`src/rtl/quadtmr_pkg.sv`:
```
package quadtmr_pkg;

  typedef enum logic [1:0] {
    STEP_NONE = 2'd0,
    STEP_UP   = 2'd1,
    STEP_DOWN = 2'd2
  } step_e;

endpackage

```
`src/rtl/quadtmr_sync.sv`:
```
// Multi-stage synchronizer for a single asynchronous level.
module quadtmr_sync #(
  parameter int STAGES    = 2,
  parameter bit RESET_VAL = 1'b0
) (
  input  logic clk_i,
  input  logic rst_ni,
  input  logic d_i,
  output logic q_o
);

  logic [STAGES-1:0] shift_q;
  logic [STAGES-1:0] shift_d;

  always_comb begin
    shift_d = {shift_q[STAGES-2:0], d_i};
  end

  always_ff @(posedge clk_i or negedge rst_ni) begin
    if (!rst_ni) begin
      shift_q <= {STAGES{RESET_VAL}};
    end else begin
      shift_q <= shift_d;
    end
  end

  assign q_o = shift_q[STAGES-1];

endmodule

```
`src/rtl/quadtmr_step_dec.sv`:
```
// Turns synchronized pin samples into count steps.
module quadtmr_step_dec
  import quadtmr_pkg::*;
(
  input  logic  clk_i,
  input  logic  rst_ni,
  input  logic  quad_mode_i,
  input  logic  pha_i,
  input  logic  phb_i,
  output step_e step_o
);

  logic pha_q, phb_q;
  logic a_chg, b_chg;
  step_e ext_step, quad_step;

  always_ff @(posedge clk_i or negedge rst_ni) begin
    if (!rst_ni) begin
      pha_q <= 1'b0;
      phb_q <= 1'b0;
    end else begin
      pha_q <= pha_i;
      phb_q <= phb_i;
    end
  end

  always_comb begin
    a_chg = pha_i ^ pha_q;
    b_chg = phb_i ^ phb_q;

    // external count: every count-pin edge, direction from phase B level
    ext_step = STEP_NONE;
    if (a_chg) begin
      ext_step = phb_i ? STEP_UP : STEP_DOWN;
    end

    // quadrature: exactly one phase may move; double moves are dropped
    quad_step = STEP_NONE;
    if (a_chg ^ b_chg) begin
      if ((a_chg && (pha_i != phb_i)) || (b_chg && (pha_i == phb_i))) begin
        quad_step = STEP_UP;
      end else begin
        quad_step = STEP_DOWN;
      end
    end

    step_o = quad_mode_i ? quad_step : ext_step;
  end

endmodule

```
`src/rtl/quadtmr_counter.sv`:
```
// Up/down counter with enable, preset and wrap pulses.
module quadtmr_counter
  import quadtmr_pkg::*;
#(
  parameter int CNT_W = 16
) (
  input  logic             clk_i,
  input  logic             rst_ni,
  input  logic             run_en_i,
  input  logic             load_i,
  input  logic [CNT_W-1:0] load_val_i,
  input  step_e            step_i,
  output logic [CNT_W-1:0] count_o,
  output logic             ovf_o,
  output logic             unf_o
);

  localparam logic [CNT_W-1:0] CNT_MAX = {CNT_W{1'b1}};
  localparam logic [CNT_W-1:0] CNT_ONE = {{(CNT_W-1){1'b0}}, 1'b1};

  logic [CNT_W-1:0] cnt_q, cnt_d;
  logic             ovf_q, ovf_d;
  logic             unf_q, unf_d;
  logic             cnt_en;

  always_comb begin
    cnt_en = run_en_i && (step_i != STEP_NONE);
    cnt_d  = cnt_q;
    ovf_d  = 1'b0;
    unf_d  = 1'b0;
    if (load_i) begin
      cnt_d = load_val_i;
    end else if (cnt_en) begin
      if (step_i == STEP_UP) begin
        cnt_d = cnt_q + CNT_ONE;
        ovf_d = (cnt_q == CNT_MAX);
      end else begin
        cnt_d = cnt_q - CNT_ONE;
        unf_d = (cnt_q == '0);
      end
    end
  end

  always_ff @(posedge clk_i or negedge rst_ni) begin
    if (!rst_ni) begin
      cnt_q <= '0;
      ovf_q <= 1'b0;
      unf_q <= 1'b0;
    end else begin
      cnt_q <= cnt_d;
      ovf_q <= ovf_d;
      unf_q <= unf_d;
    end
  end

  assign count_o = cnt_q;
  assign ovf_o   = ovf_q;
  assign unf_o   = unf_q;

endmodule

```
`src/rtl/ext_updown_quad_timer.sv`:
```
module ext_updown_quad_timer
  import quadtmr_pkg::*;
#(
  parameter int CNT_W       = 16,
  parameter int SYNC_STAGES = 2
) (
  input  logic             clk_i,
  input  logic             rst_ni,
  input  logic             run_en_i,
  input  logic             quad_mode_i,
  input  logic             load_i,
  input  logic [CNT_W-1:0] load_val_i,
  input  logic             tclk_pin_i,
  input  logic             tdir_pin_i,
  output logic [CNT_W-1:0] count_o,
  output logic             ovf_o,
  output logic             unf_o
);

  localparam int NUM_PINS = 2;

  logic                rst_sync_n;
  logic [NUM_PINS-1:0] pin_raw;
  logic [NUM_PINS-1:0] pin_sync;
  step_e               step;

  // asynchronous assert, synchronous release
  quadtmr_sync #(.STAGES(SYNC_STAGES), .RESET_VAL(1'b0)) u_rst_sync (
    .clk_i  (clk_i),
    .rst_ni (rst_ni),
    .d_i    (1'b1),
    .q_o    (rst_sync_n)
  );

  assign pin_raw = {tdir_pin_i, tclk_pin_i};

  for (genvar gi = 0; gi < NUM_PINS; gi++) begin : g_pin_sync
    quadtmr_sync #(.STAGES(SYNC_STAGES), .RESET_VAL(1'b0)) u_sync (
      .clk_i  (clk_i),
      .rst_ni (rst_sync_n),
      .d_i    (pin_raw[gi]),
      .q_o    (pin_sync[gi])
    );
  end

  quadtmr_step_dec u_dec (
    .clk_i       (clk_i),
    .rst_ni      (rst_sync_n),
    .quad_mode_i (quad_mode_i),
    .pha_i       (pin_sync[0]),
    .phb_i       (pin_sync[1]),
    .step_o      (step)
  );

  quadtmr_counter #(.CNT_W(CNT_W)) u_cnt (
    .clk_i      (clk_i),
    .rst_ni     (rst_sync_n),
    .run_en_i   (run_en_i),
    .load_i     (load_i),
    .load_val_i (load_val_i),
    .step_i     (step),
    .count_o    (count_o),
    .ovf_o      (ovf_o),
    .unf_o      (unf_o)
  );

endmodule

```
`config.mk`:
```
export PLATFORM = sky130hd
export DESIGN_NAME = ext_updown_quad_timer
export DESIGN_NICKNAME = d
export VERILOG_FILES = /design/src/rtl/quadtmr_pkg.sv /design/src/rtl/quadtmr_sync.sv /design/src/rtl/quadtmr_step_dec.sv /design/src/rtl/quadtmr_counter.sv /design/src/rtl/ext_updown_quad_timer.sv
export SDC_FILE = /design/constraint.sdc
export NUM_CORES = 1
export LEC_CHECK = 0
export ABC_CLOCK_PERIOD_IN_PS = 800
export BUFFER_PORTS_ARGS = -buffer_cell sky130_fd_sc_hd__buf_2
export CAP_MARGIN = 40
export CORE_ASPECT_RATIO = 1.4
export CORE_UTILIZATION = 45
export CTS_CLUSTER_SIZE = 25
export DETAILED_ROUTE_END_ITERATION = 8
export PLACE_DENSITY_LB_ADDON = 0.08
export SLEW_MARGIN = 5
export SYNTH_ARGS = -nofsm -noshare
export SYNTH_HDL_FRONTEND = slang
export SYNTH_SLANG_ARGS = --single-unit
```
`constraint.sdc`:
```
create_clock -name clk_i -period 0.8 [get_ports clk_i]
set_input_delay 0.04 -clock clk_i [delete_from_list [all_inputs] [get_ports clk_i]]
set_output_delay 0.04 -clock clk_i [all_outputs]
set_load 0.1 [all_outputs]
```
# == Word level (Yosys, flattened, before mapping) ==
# Cells that the tools add are included.
# W data, S select, Z words.
# totals
regBits,26
in_bits,23
out_inout_bits,18
elab_cells,38
# classes
add_sub_neg,2
n_eq_ne,4
n_mux,14
bitwise_logic,3
reduce_logical,7
# op_table
op,count
$mux W16,3
$add A16 B1 Y16 const B,1
$eq A16 B16 Y1 const B,1
$logic_not A16 Y1,1
$sub A16 B1 Y16 const B,1
$mux W2,5
$mux W1,6
$reduce_bool A2 Y1,2
$logic_and A1 B1 Y1,3
$xor A1 B1 Y1,3
$eq A2 B1 Y1 const B,1
$eq A1 B1 Y1,1
$logic_or A1 B1 Y1,1
$ne A1 B1 Y1,1

# == Longest topological paths before layout ==
# Gate-level depths: netlist of the first run.
# depth
word_depth,10
ltp_mapped,13
depth_no_buf,13

# == Modules after synthesis ==
# A second synthesis of the first run with hierarchy kept.
# unflattened
cells_unflattened,218
hier_area_um2,1990.7
# by_module_without_submodules
mod,n_inst,cells_per_inst,area_each_um2
quadtmr_counter,1,195,1669.1
quadtmr_step_dec,1,16,167.7
quadtmr_sync,3,2,50.0
ext_updown_quad_timer,1,1,3.8

# == Least setup slack after synthesis of the first run ==
# No wires, ideal clock.
# synth_timing
kind,register to register
from,register g_pin_sync[0].u_sync.shift_q[1]
to,"register u_cnt.cnt_q[14], in the netlist u_cnt.count_o[14]"
arrival_ns,2.885
path_slack_ns,-2.228
path_stages_with_launch,14
path_cell_list,dfrtp_1 xnor2_1 nor2_1 o21ai_1 o31a_1 inv_2 fa_1 and2b_1 o31a_1 o2111a_1 o21ai_2 a31oi_1 xnor2_1 o221ai_1
# synth_between
elab_chain_cells,10
# synth_rtl
item,line_no,rtl
"start, declared",quadtmr_sync.sv:12,logic [STAGES-1:0] shift_q;
"start signal, assigned",quadtmr_sync.sv:21,shift_q <= {STAGES{RESET_VAL}};
"start signal, assigned",quadtmr_sync.sv:23,shift_q <= shift_d;
"$xor A1 B1 Y1, or another cell as far along",quadtmr_step_dec.sv:28,a_chg = pha_i ^ pha_q;
$logic_and A1 B1 Y1,quadtmr_step_dec.sv:40,if ((a_chg && (pha_i != phb_i)) || (b_chg && (pha_i == phb_i))) begin
$logic_or A1 B1 Y1,quadtmr_step_dec.sv:40,
$mux W2,quadtmr_step_dec.sv:40,
$mux W2,quadtmr_step_dec.sv:39,if (a_chg ^ b_chg) begin
$mux W2 *,quadtmr_step_dec.sv:47,step_o = quad_mode_i ? quad_step : ext_step;
$eq A2 B1 Y1,quadtmr_counter.sv:34,if (step_i == STEP_UP) begin
$mux W16,quadtmr_counter.sv:34,
$mux W16,quadtmr_counter.sv:33,end else if (cnt_en) begin
$mux W16,quadtmr_counter.sv:31,if (load_i) begin
"end signal, assigned",quadtmr_counter.sv:50,cnt_q <= cnt_d;
"end, declared",quadtmr_counter.sv:21,"logic [CNT_W-1:0] cnt_q, cnt_d;"
# Mark *: on every way between the ends. The rest lies on a longest branch, timed or not. The select of a mux whose other input is x is not followed.
# A chain may end at the register's enable or synchronous reset.

# == Final worst setup path of the first run ==
# layout_timing
from,register u_dec.pha_q
to,"register u_cnt.cnt_q[14], in the netlist u_cnt.count_o[14]"
# layout_between
elab_chain_cells,10
# layout_rtl
item,line_no,rtl
"start, declared",quadtmr_step_dec.sv:13,"logic pha_q, phb_q;"
"start signal, assigned",quadtmr_step_dec.sv:22,pha_q <= pha_i;
$xor A1 B1 Y1 *,quadtmr_step_dec.sv:28,
$logic_and A1 B1 Y1,quadtmr_step_dec.sv:40,
$logic_or A1 B1 Y1,quadtmr_step_dec.sv:40,
$mux W2,quadtmr_step_dec.sv:40,
$mux W2,quadtmr_step_dec.sv:39,
$mux W2 *,quadtmr_step_dec.sv:47,
$eq A2 B1 Y1,quadtmr_counter.sv:34,
$mux W16,quadtmr_counter.sv:34,
$mux W16,quadtmr_counter.sv:33,
$mux W16,quadtmr_counter.sv:31,
# Marked as above.

==> flow_summary.json, run 1 <==
{
  "antenna_found_initial": 0,
  "synth_ff_type": "dfrtp_1",
  "dr_total_vias": 2336,
  "worst_hold_path_type": "input port to flop",
  "place_worst_setup_slack_ps": -1980,
  "cts_max_level": 1,
  "synth-seq-cells": 26,
  "cp.arrival_ps": 3210,
  "wirelength_um": 8220,
  "ir_drop_mv": 1.97,
  "slew_violations": 0,
  "clk_pin_slew_ps": 100,
  "crit_path_end_kind": "flop",
  "fillers": 151,
  "drive_gt1_frac": 0.542,
  "numCtsBuffers": 3,
  "syn_area_mm2": 0.00185,
  "drtIter0Drc": 196,
  "fin_area_mm2": 0.00362,
  "clockRootBuffer": "clkbuf_8",
  "ys_types": 46,
  "clk_latency_ps": 280,
  "grt_setup_unrepaired": "true",
  "critical_path.max_stage_delay_ps": 450,
  "ff2ff_setup_slack_ps": -2260,
  "status": "finished, violations left",
  "required_ps": 950,
  "path_max_fanout": 6,
  "dpl_cell_area_mm2": 0.00286,
  "synth_compound_area_frac": 0.226,
  "grt_max_degree": 36,
  "max_cap_viol_count": 0,
  "area_delta_synth_final_pct": 95.3,
  "core_mm2": 0.00395,
  "dp_hpwl_um": 3990,
  "drt_pre_antenna_iters": 5,
  "crit_path_start_kind": "flop",
  "diodes": 0,
  "gr-total-overflow": 0,
  "crit_type": "flop to flop",
  "synth-xor-area-share": 0.0614,
  "start_util": 0.469,
  "viasPerCell": 6.23,
  "tritoncts": "yes",
  "grt_pass1_wl_um": 10800,
  "synth_top_family_by_area": "compound AO/OA/AOI/OAI gates",
  "fmaxAchievable_mhz": 327,
  "synthMuxAreaShare": 0.0324,
  "regArea_um2": 694,
  "cpMaxStageDelayCell": "dfrtp_1",
  "synthSimpleGateAreaFrac": 0.188,
  "clk_path_buf_depth": 2,
  "p_per_area_mw_per_mm2": 2500,
  "setup_ws_ps": -2260,
  "violations": "negative setup slack",
  "route.detailed.drc": 0,
  "routedWlPerCell_um": 21.9,
  "synth_edf_count": 0,
  "p_leak_nw": 1.59,
  "hold_violations": 0,
  "setup_violations": 36,
  "nets": 373,
  "gp_congestion": 0.859,
  "grt_util_all_layers": 0.318,
  "syn-instance-count": 208,
  "fin_crit_sh": 3.82,
  "die_x_um": 56.2,
  "finClkSkew_ps": 4.32,
  "rows": 27,
  "grt_pass1_vias": 2354,
  "placed_cells_incl_taps": 337,
  "fp.dieH_um": 77.9,
  "synthAdderAreaFrac": 0.119,
  "syn_nets": 248,
  "syn_avg_cell_area_um2": 8.91,
  "multi_input_comb_area_mm2": 0.00149,
  "pin_count": 41,
  "cts.sinks": 26,
  "cp_cell_sequence": "xnor2_2 -> nor2_2 -> o21ai_2 -> o31a_4 -> ha_4 -> and2b_1 -> o31a_1 -> o2111a_2 -> o21ai_4 -> a31oi_4 -> xnor2_1 -> o221ai_1",
  "instances_no_fill": 375,
  "ys_seq_area_frac": 0.351,
  "ys_warn_count": 0,
  "dieArea_mm2": 0.00438,
  "drtAntennaViolNets": 0,
  "ys_async_sr_fraction": 1.00,
  "io_buffer_count": 40,
  "finalCriticalPeriod_ps": 3060
}
-- critical path, delay by kind of cell (launching register included) --
family,cells,cell delay [ps]
adder cells (fa/ha/maj),1,230
AND/OR/NAND/NOR,2,250
XOR/XNOR,2,500
flip-flops,1,450
AO/OA/AOI/OAI,7,1510
-- synth_stat cells, types with 2 or more instances --
library cell | number | area share
nor3_1 | 6 | 0.016
nor2_1 | 16 | 0.032
nor2b_1 | 2 | 0.0068
o31ai_1 | 2 | 0.0081
a21o_1 | 4 | 0.016
a211oi_1 | 2 | 0.0081
dfrtp_1 | 26 | 0.35
o211ai_1 | 2 | 0.0081
o221ai_1 | 3 | 0.014
o21ai_1 | 16 | 0.043
o21a_1 | 3 | 0.012
nand4_1 | 4 | 0.014
ha_1 | 16 | 0.11
xor2_1 | 6 | 0.028
clkbuf_1 | 4 | 0.0081
xnor2_1 | 7 | 0.033
mux2i_1 | 6 | 0.032
nand2_1 | 23 | 0.047
inv_1 | 2 | 0.0041
o31a_1 | 2 | 0.0095
nand3_1 | 3 | 0.0081
a21oi_1 | 12 | 0.032
nor4_1 | 6 | 0.020
o21ai_2 | 3 | 0.014
nand2b_1 | 5 | 0.017
o21ai_0 | 7 | 0.019
-- layout by cell type (no fill, tap or decap), types with 7 or more instances in the layout --
| master | synthesis | final |
|---|---|---|
| buf_2 | 1 | 22 |
| buf_6 | 0 | 27 |
| buf_4 | 1 | 39 |
| buf_12 | 0 | 21 |
| dfrtp_4 | 0 | 8 |
| dlygate4sd3_1 | 0 | 17 |
| nand2_1 | 23 | 23 |
| o21ai_1 | 16 | 16 |
| ha_1 | 16 | 8 |
| ha_4 | 0 | 8 |
| a21oi_2 | 0 | 7 |
| nor2_1 | 16 | 12 |
| dfrtp_2 | 0 | 11 |
| dfrtp_1 | 26 | 7 |
-- cell families (layout without fill, tap and decap cells) --
family | count (synthesis) | in the layout
AO/OA/AOI/OAI | 64 | 64
XOR/XNOR | 13 | 13
adder cells (fa/ha/maj) | 17 | 17
buffers and inverters | 9 | 133
flip-flops | 26 | 26
other | 1 | 1
multiplexers | 6 | 6
AND/OR/NAND/NOR | 72 | 72
-- area by class of cell --
type / count / area share
inverter: 3 / 0.00380
clock inverter: 1 / 0.00830
clock buffer: 3 / 0.0114
sequential: 26 / 0.192
tap: 43 / 0.0149
multi-input combinational: 173 / 0.411
timing repair buffer: 126 / 0.358
-- flip-flops by register name, summed over array words and instances (netlist names) --
register	count
u_rst_sync.shift_q	2
u_cnt.unf_o	1
u_cnt.count_o	16
g_pin_sync.u_sync.shift_q	4
u_dec.pha_q	1
u_dec.phb_q	1
u_cnt.ovf_o	1
-- metal layers --
layer | wire, um | vias to the layer above | track usage
met5 | 0 | - | 0
met3 | 469 | 40 | 0.0267
li1 | - | 1013 | -
met4 | 445 | 0 | 0.180
met2 | 4410 | 155 | 0.598
met1 | 2890 | 1128 | 0.339
-- what timing repair did --
item,4_1_cts,5_1_grt
pin swaps,23,19
setup buffers,10,12
gates cloned,1,0
endpoints found under the setup margin,36,36
hold endpoints to repair,18,0
resized for setup,48,35
hold buffers,17,0
-- where the power goes --
group	leakage (nW)	internal, mW	switching [mW]
Sequential	0.293	1.53	0.198
Combinational	1.26	2.83	3.35
Clock	0.0357	0.671	0.479
-- stage by stage --
| step | power [mW] | hold WS, ps | TNS, ps | utilization |
|---|---|---|---|---|
| detailed placement | 6.33 | -172 | -29050 | 0.724 |
| floorplan | 4.46 | -256 | -26570 | - |
| CTS | 8.17 | 5.32 | -33110 | 0.861 |
| finish | 9.05 | 21.8 | -37230 | 0.916 |
| global route | 9.35 | 33.3 | -38980 | 0.916 |
| global placement | 6.27 | -175 | -28090 | 0.724 |
-- path summary, 6_finish.rpt --
kind,startpoint,end,cells past startpoint
setup / recovery,u_dec.pha_q$_DFF_PN0_,u_cnt.count_o[14]$_DFFE_PN0P_,12
hold / removal,load_val_i[6],u_cnt.count_o[6]$_DFFE_PN0P_,3
setup reg to reg,u_dec.pha_q$_DFF_PN0_,u_cnt.count_o[14]$_DFFE_PN0P_,12
hold reg to reg,u_rst_sync.shift_q[1]$_DFF_PN0_,u_cnt.count_o[3]$_DFFE_PN0P_,1
max in group asynchronous,u_rst_sync.shift_q[1]$_DFF_PN0_,u_cnt.count_o[15]$_DFFE_PN0P_,1
min in group asynchronous,rst_ni,u_rst_sync.shift_q[0]$_DFF_PN0_,2
(Power assumes the default switching activity.)
==> run 2, diff against run 1 <==
Settings changed: ABC_AREA set to 1, ABC_CLOCK_PERIOD_IN_PS 800 to not set.
==> flow_summary.json, run 2 <==
{
  "reg2reg_from": "g_pin_sync[1].u_sync.shift_q[1]$_DFF_PN0_",
  "clockRootBuffer": "clkbuf_8",
  "ys_warn_count": 0,
  "die_x_um": 62.4,
  "fp.dieH_um": 86.6,
  "drtAntennaViolNets": 0,
  "instances_no_fill": 498,
  "clk_path_buf_depth": 2,
  "hold_violations": 1,
  "path_buf_inv": 2,
  "io_buffer_count": 40,
  "cp.arrival_ps": 2840,
  "layout_common_cells": "nand2_1 (67), buf_4 (45), nand2_2 (41)",
  "diodes": 0,
  "synth_most_common_cell": "nand2_1",
  "drt-met1-wl_um": 3360,
  "cp_cell_sequence": "inv_4 -> nand2_2 -> nand2_2 -> nand2_2 -> nand3_2 -> nand3_4 -> buf_12 -> ha_4 -> nand2_4 -> o21ai_4 -> nand2_2 -> nand2_2 -> nand2_2 -> nand2_2 -> xor2_1 -> nand2_1 -> nand3_2",
  "routedWlPerCell_um": 20.7,
  "pin_count": 41,
  "setup_ws_ps": -1810,
  "route.met2.wl_um": 5600,
  "area_delta_synth_final_pct": 84.0,
  "synth_ff_type": "dfrtp_1",
  "status": "finished, violations left",
  "route.detailed.drc": 0,
  "fillers": 240,
  "dp_hpwl_um": 5520,
  "setup_violations": 36,
  "p_per_area_mw_per_mm2": 3150,
  "crit_path_start_kind": "flop",
  "yosysTopAreaCell": "dfrtp_1",
  "drive_gt1_frac": 0.588,
  "slew_violations": 0,
  "clk_pin_slew_ps": 110,
  "regArea_um2": 688,
  "synth_area_leaders": "dfrtp_1 (28%), nand2_1 (16%), ha_1 (8.7%), nand3_1 (6.3%), nand2_2 (4.6%)",
  "ys_seq_area_frac": 0.283,
  "dr_total_vias": 2951,
  "syn_nets": 352,
  "ir_drop_mv": 2.57,
  "hold-path-cell-count": 3,
  "start_util": 0.471,
  "grt_max_degree": 25,
  "cts.sinks": 26,
  "gr-total-overflow": 0,
  "routed.top_layer": "met4",
  "cpLargestDelayFamily": "simple AND/OR/NAND/NOR gates",
  "cts_max_level": 1,
  "clk_latency_ps": 290,
  "layout_commonest_cell": "nand2_1",
  "syn-instance-count": 312,
  "ff2ff_setup_slack_ps": -1810,
  "numCtsBuffers": 3,
  "fmaxAchievable_mhz": 384,
  "tritoncts": "yes",
  "total_power_mw": 13.3,
  "nets": 475,
  "grt_pass1_wl_um": 12900,
  "whs_ps": -14.9,
  "placed_cells_incl_taps": 468,
  "hold_end": "u_cnt.count_o[4]$_DFFE_PN0P_",
  "synth_commonest_cells": "nand2_1 (97), nand3_1 (29), dfrtp_1 (26), inv_1 (26), nand2_2 (17)",
  "grt_pass1_vias": 2712,
  "final_util": 0.867,
  "path_max_fanout": 6,
  "gp_congestion": 0.953,
  "syn_area_mm2": 0.00230,
  "synth_edf_count": 0,
  "ff2ff_path_depth": 17,
  "grt_setup_unrepaired": "true",
  "required_ps": 1030,
  "core_mm2": 0.00488,
  "wirelength_um": 10300,
  "critical_path.max_stage_delay_ps": 470,
  "drt_pre_antenna_iters": 5,
  "multi_input_comb_area_mm2": 0.00199,
  "violations": "negative hold slack, negative setup slack",
  "cp-startpoint": "g_pin_sync[1].u_sync.shift_q[1]$_DFF_PN0_",
  "p_leak_nw": 1.96,
  "synth-seq-cells": 26,
  "cp_num_cells": 17,
  "ys_types": 40,
  "viasPerCell": 5.93,
  "rows": 30,
  "min_from": "load_val_i[4]",
  "dieArea_mm2": 0.00540,
  "grt_util_all_layers": 0.314,
  "crit_path_end_kind": "flop",
  "ys_async_sr_fraction": 1.00,
  "largest_reg_flops": 16,
  "finalCriticalPeriod_ps": 2610,
  "syn_avg_cell_area_um2": 7.37,
  "crit_type": "flop to flop",
  "r2r_end": "u_cnt.count_o[14]$_DFFE_PN0P_",
  "max_cap_viol_count": 0,
  "wl_met3_um": 773,
  "cpMaxStageDelayCell": "dfrtp_2",
  "yosys.area.top_type_share": 0.283,
  "finClkSkew_ps": 7.63,
  "antenna_found_initial": 0,
  "worst_hold_path_type": "input port to flop",
  "fin_crit_sh": 3.26,
  "drtIter0Drc": 259,
  "crit_top_cell": "nand2_2"
}
==> run 2: changes by cell type in the layout (fill, tap and decap cells not counted), moves of 6 or more <==
cell / before / now
o21ai_1: 16 / 2
inv_1: 2 / 23
nor2_1: 12 / 5
nand2_2: 0 / 41
nand3_1: 3 / 23
buf_4: 39 / 45
nand4_1: 4 / 11
mux2i_1: 6 / 0
dlygate4sd3_1: 17 / 10
nand2_1: 23 / 67
nand2_4: 0 / 7
nand3_2: 0 / 12
==> run 2: what timing repair did <==
item,CTS,global route
setup endpoints to repair,36,36
hold buffers,9,1
pin swaps,22,30
buffers inserted,7,12
endpoints found under the hold margin,10,1
cloned,2,1
resized for setup,65,58
==> run 2: layer usage <==
layer,up-vias,global-route usage
li1,1278,-
met1,1402,0.329
met2,207,0.624
met3,64,0.0329
met4,0,0.131
met5,-,0
==> run 2: report_power, final <==
part / internal (mW) / total (mW) / switching, mW
Combinational: 4.41 / 10.1 / 5.74
Sequential: 1.62 / 1.98 / 0.361
Clock: 0.672 / 1.19 / 0.519
==> run 2: through the flow <==
| step | TNS (ps) | area, um^2 | worst slack [ps] |
|---|---|---|---|
| after floorplan | -24030 | 2400 | -1550 |
| after global placement | -25850 | 3360 | -1660 |
| after detailed placement | -26360 | 3360 | -1700 |
| after CTS | -29740 | 3890 | -1590 |
| after global routing | -35360 | 4230 | -1960 |
| final | -33530 | 4230 | -1810 |
==> run 2: cell type report <==
| type | instances | area share |
|---|---|---|
| sequential | 26 | 0.163 |
| timing repair buffer | 123 | 0.305 |
| clock buffer | 3 | 0.00976 |
| tap | 64 | 0.0189 |
| inverter | 28 | 0.0254 |
| clock inverter | 1 | 0.00710 |
| multi-input combinational | 253 | 0.471 |
==> run 2: kinds of logic (layout without fill, tap and decap cells) <==
group | count (synthesis) | in the layout | share of synthesized area
AND/OR/NAND/NOR | 194 | 195 | 0.426
flip-flops | 26 | 26 | 0.283
adder cells (fa/ha/maj) | 17 | 17 | 0.0958
AO/OA/AOI/OAI | 31 | 31 | 0.0849
XOR/XNOR | 9 | 9 | 0.0343
buffers and inverters | 34 | 155 | 0.0746
other | 1 | 1 | 0.00163
==> run 2: worst register-to-register path, stage by stage, from the launching register on <==
cell,delay (ps)
dfrtp_2,470
inv_4,100
nand2_2,50
nand2_2,100
nand2_2,60
nand3_2,110
nand3_4,140
buf_12,180
ha_4,330
nand2_4,80
o21ai_4,230
nand2_2,100
nand2_2,90
nand2_2,60
nand2_2,70
xor2_1,170
nand2_1,110
nand3_2,90
==> run 2: worst max-delay path by stage <==
stage	to	slack, ps
floorplan	u_cnt.count_o[13]$_DFFE_PN0P_	-1550
global placement	u_cnt.count_o[10]$_DFFE_PN0P_	-1660
detailed placement	u_cnt.count_o[7]$_DFFE_PN0P_	-1700
CTS	u_cnt.count_o[14]$_DFFE_PN0P_	-1590
global route	u_cnt.count_o[13]$_DFFE_PN0P_	-1960
finish	u_cnt.count_o[14]$_DFFE_PN0P_	-1810
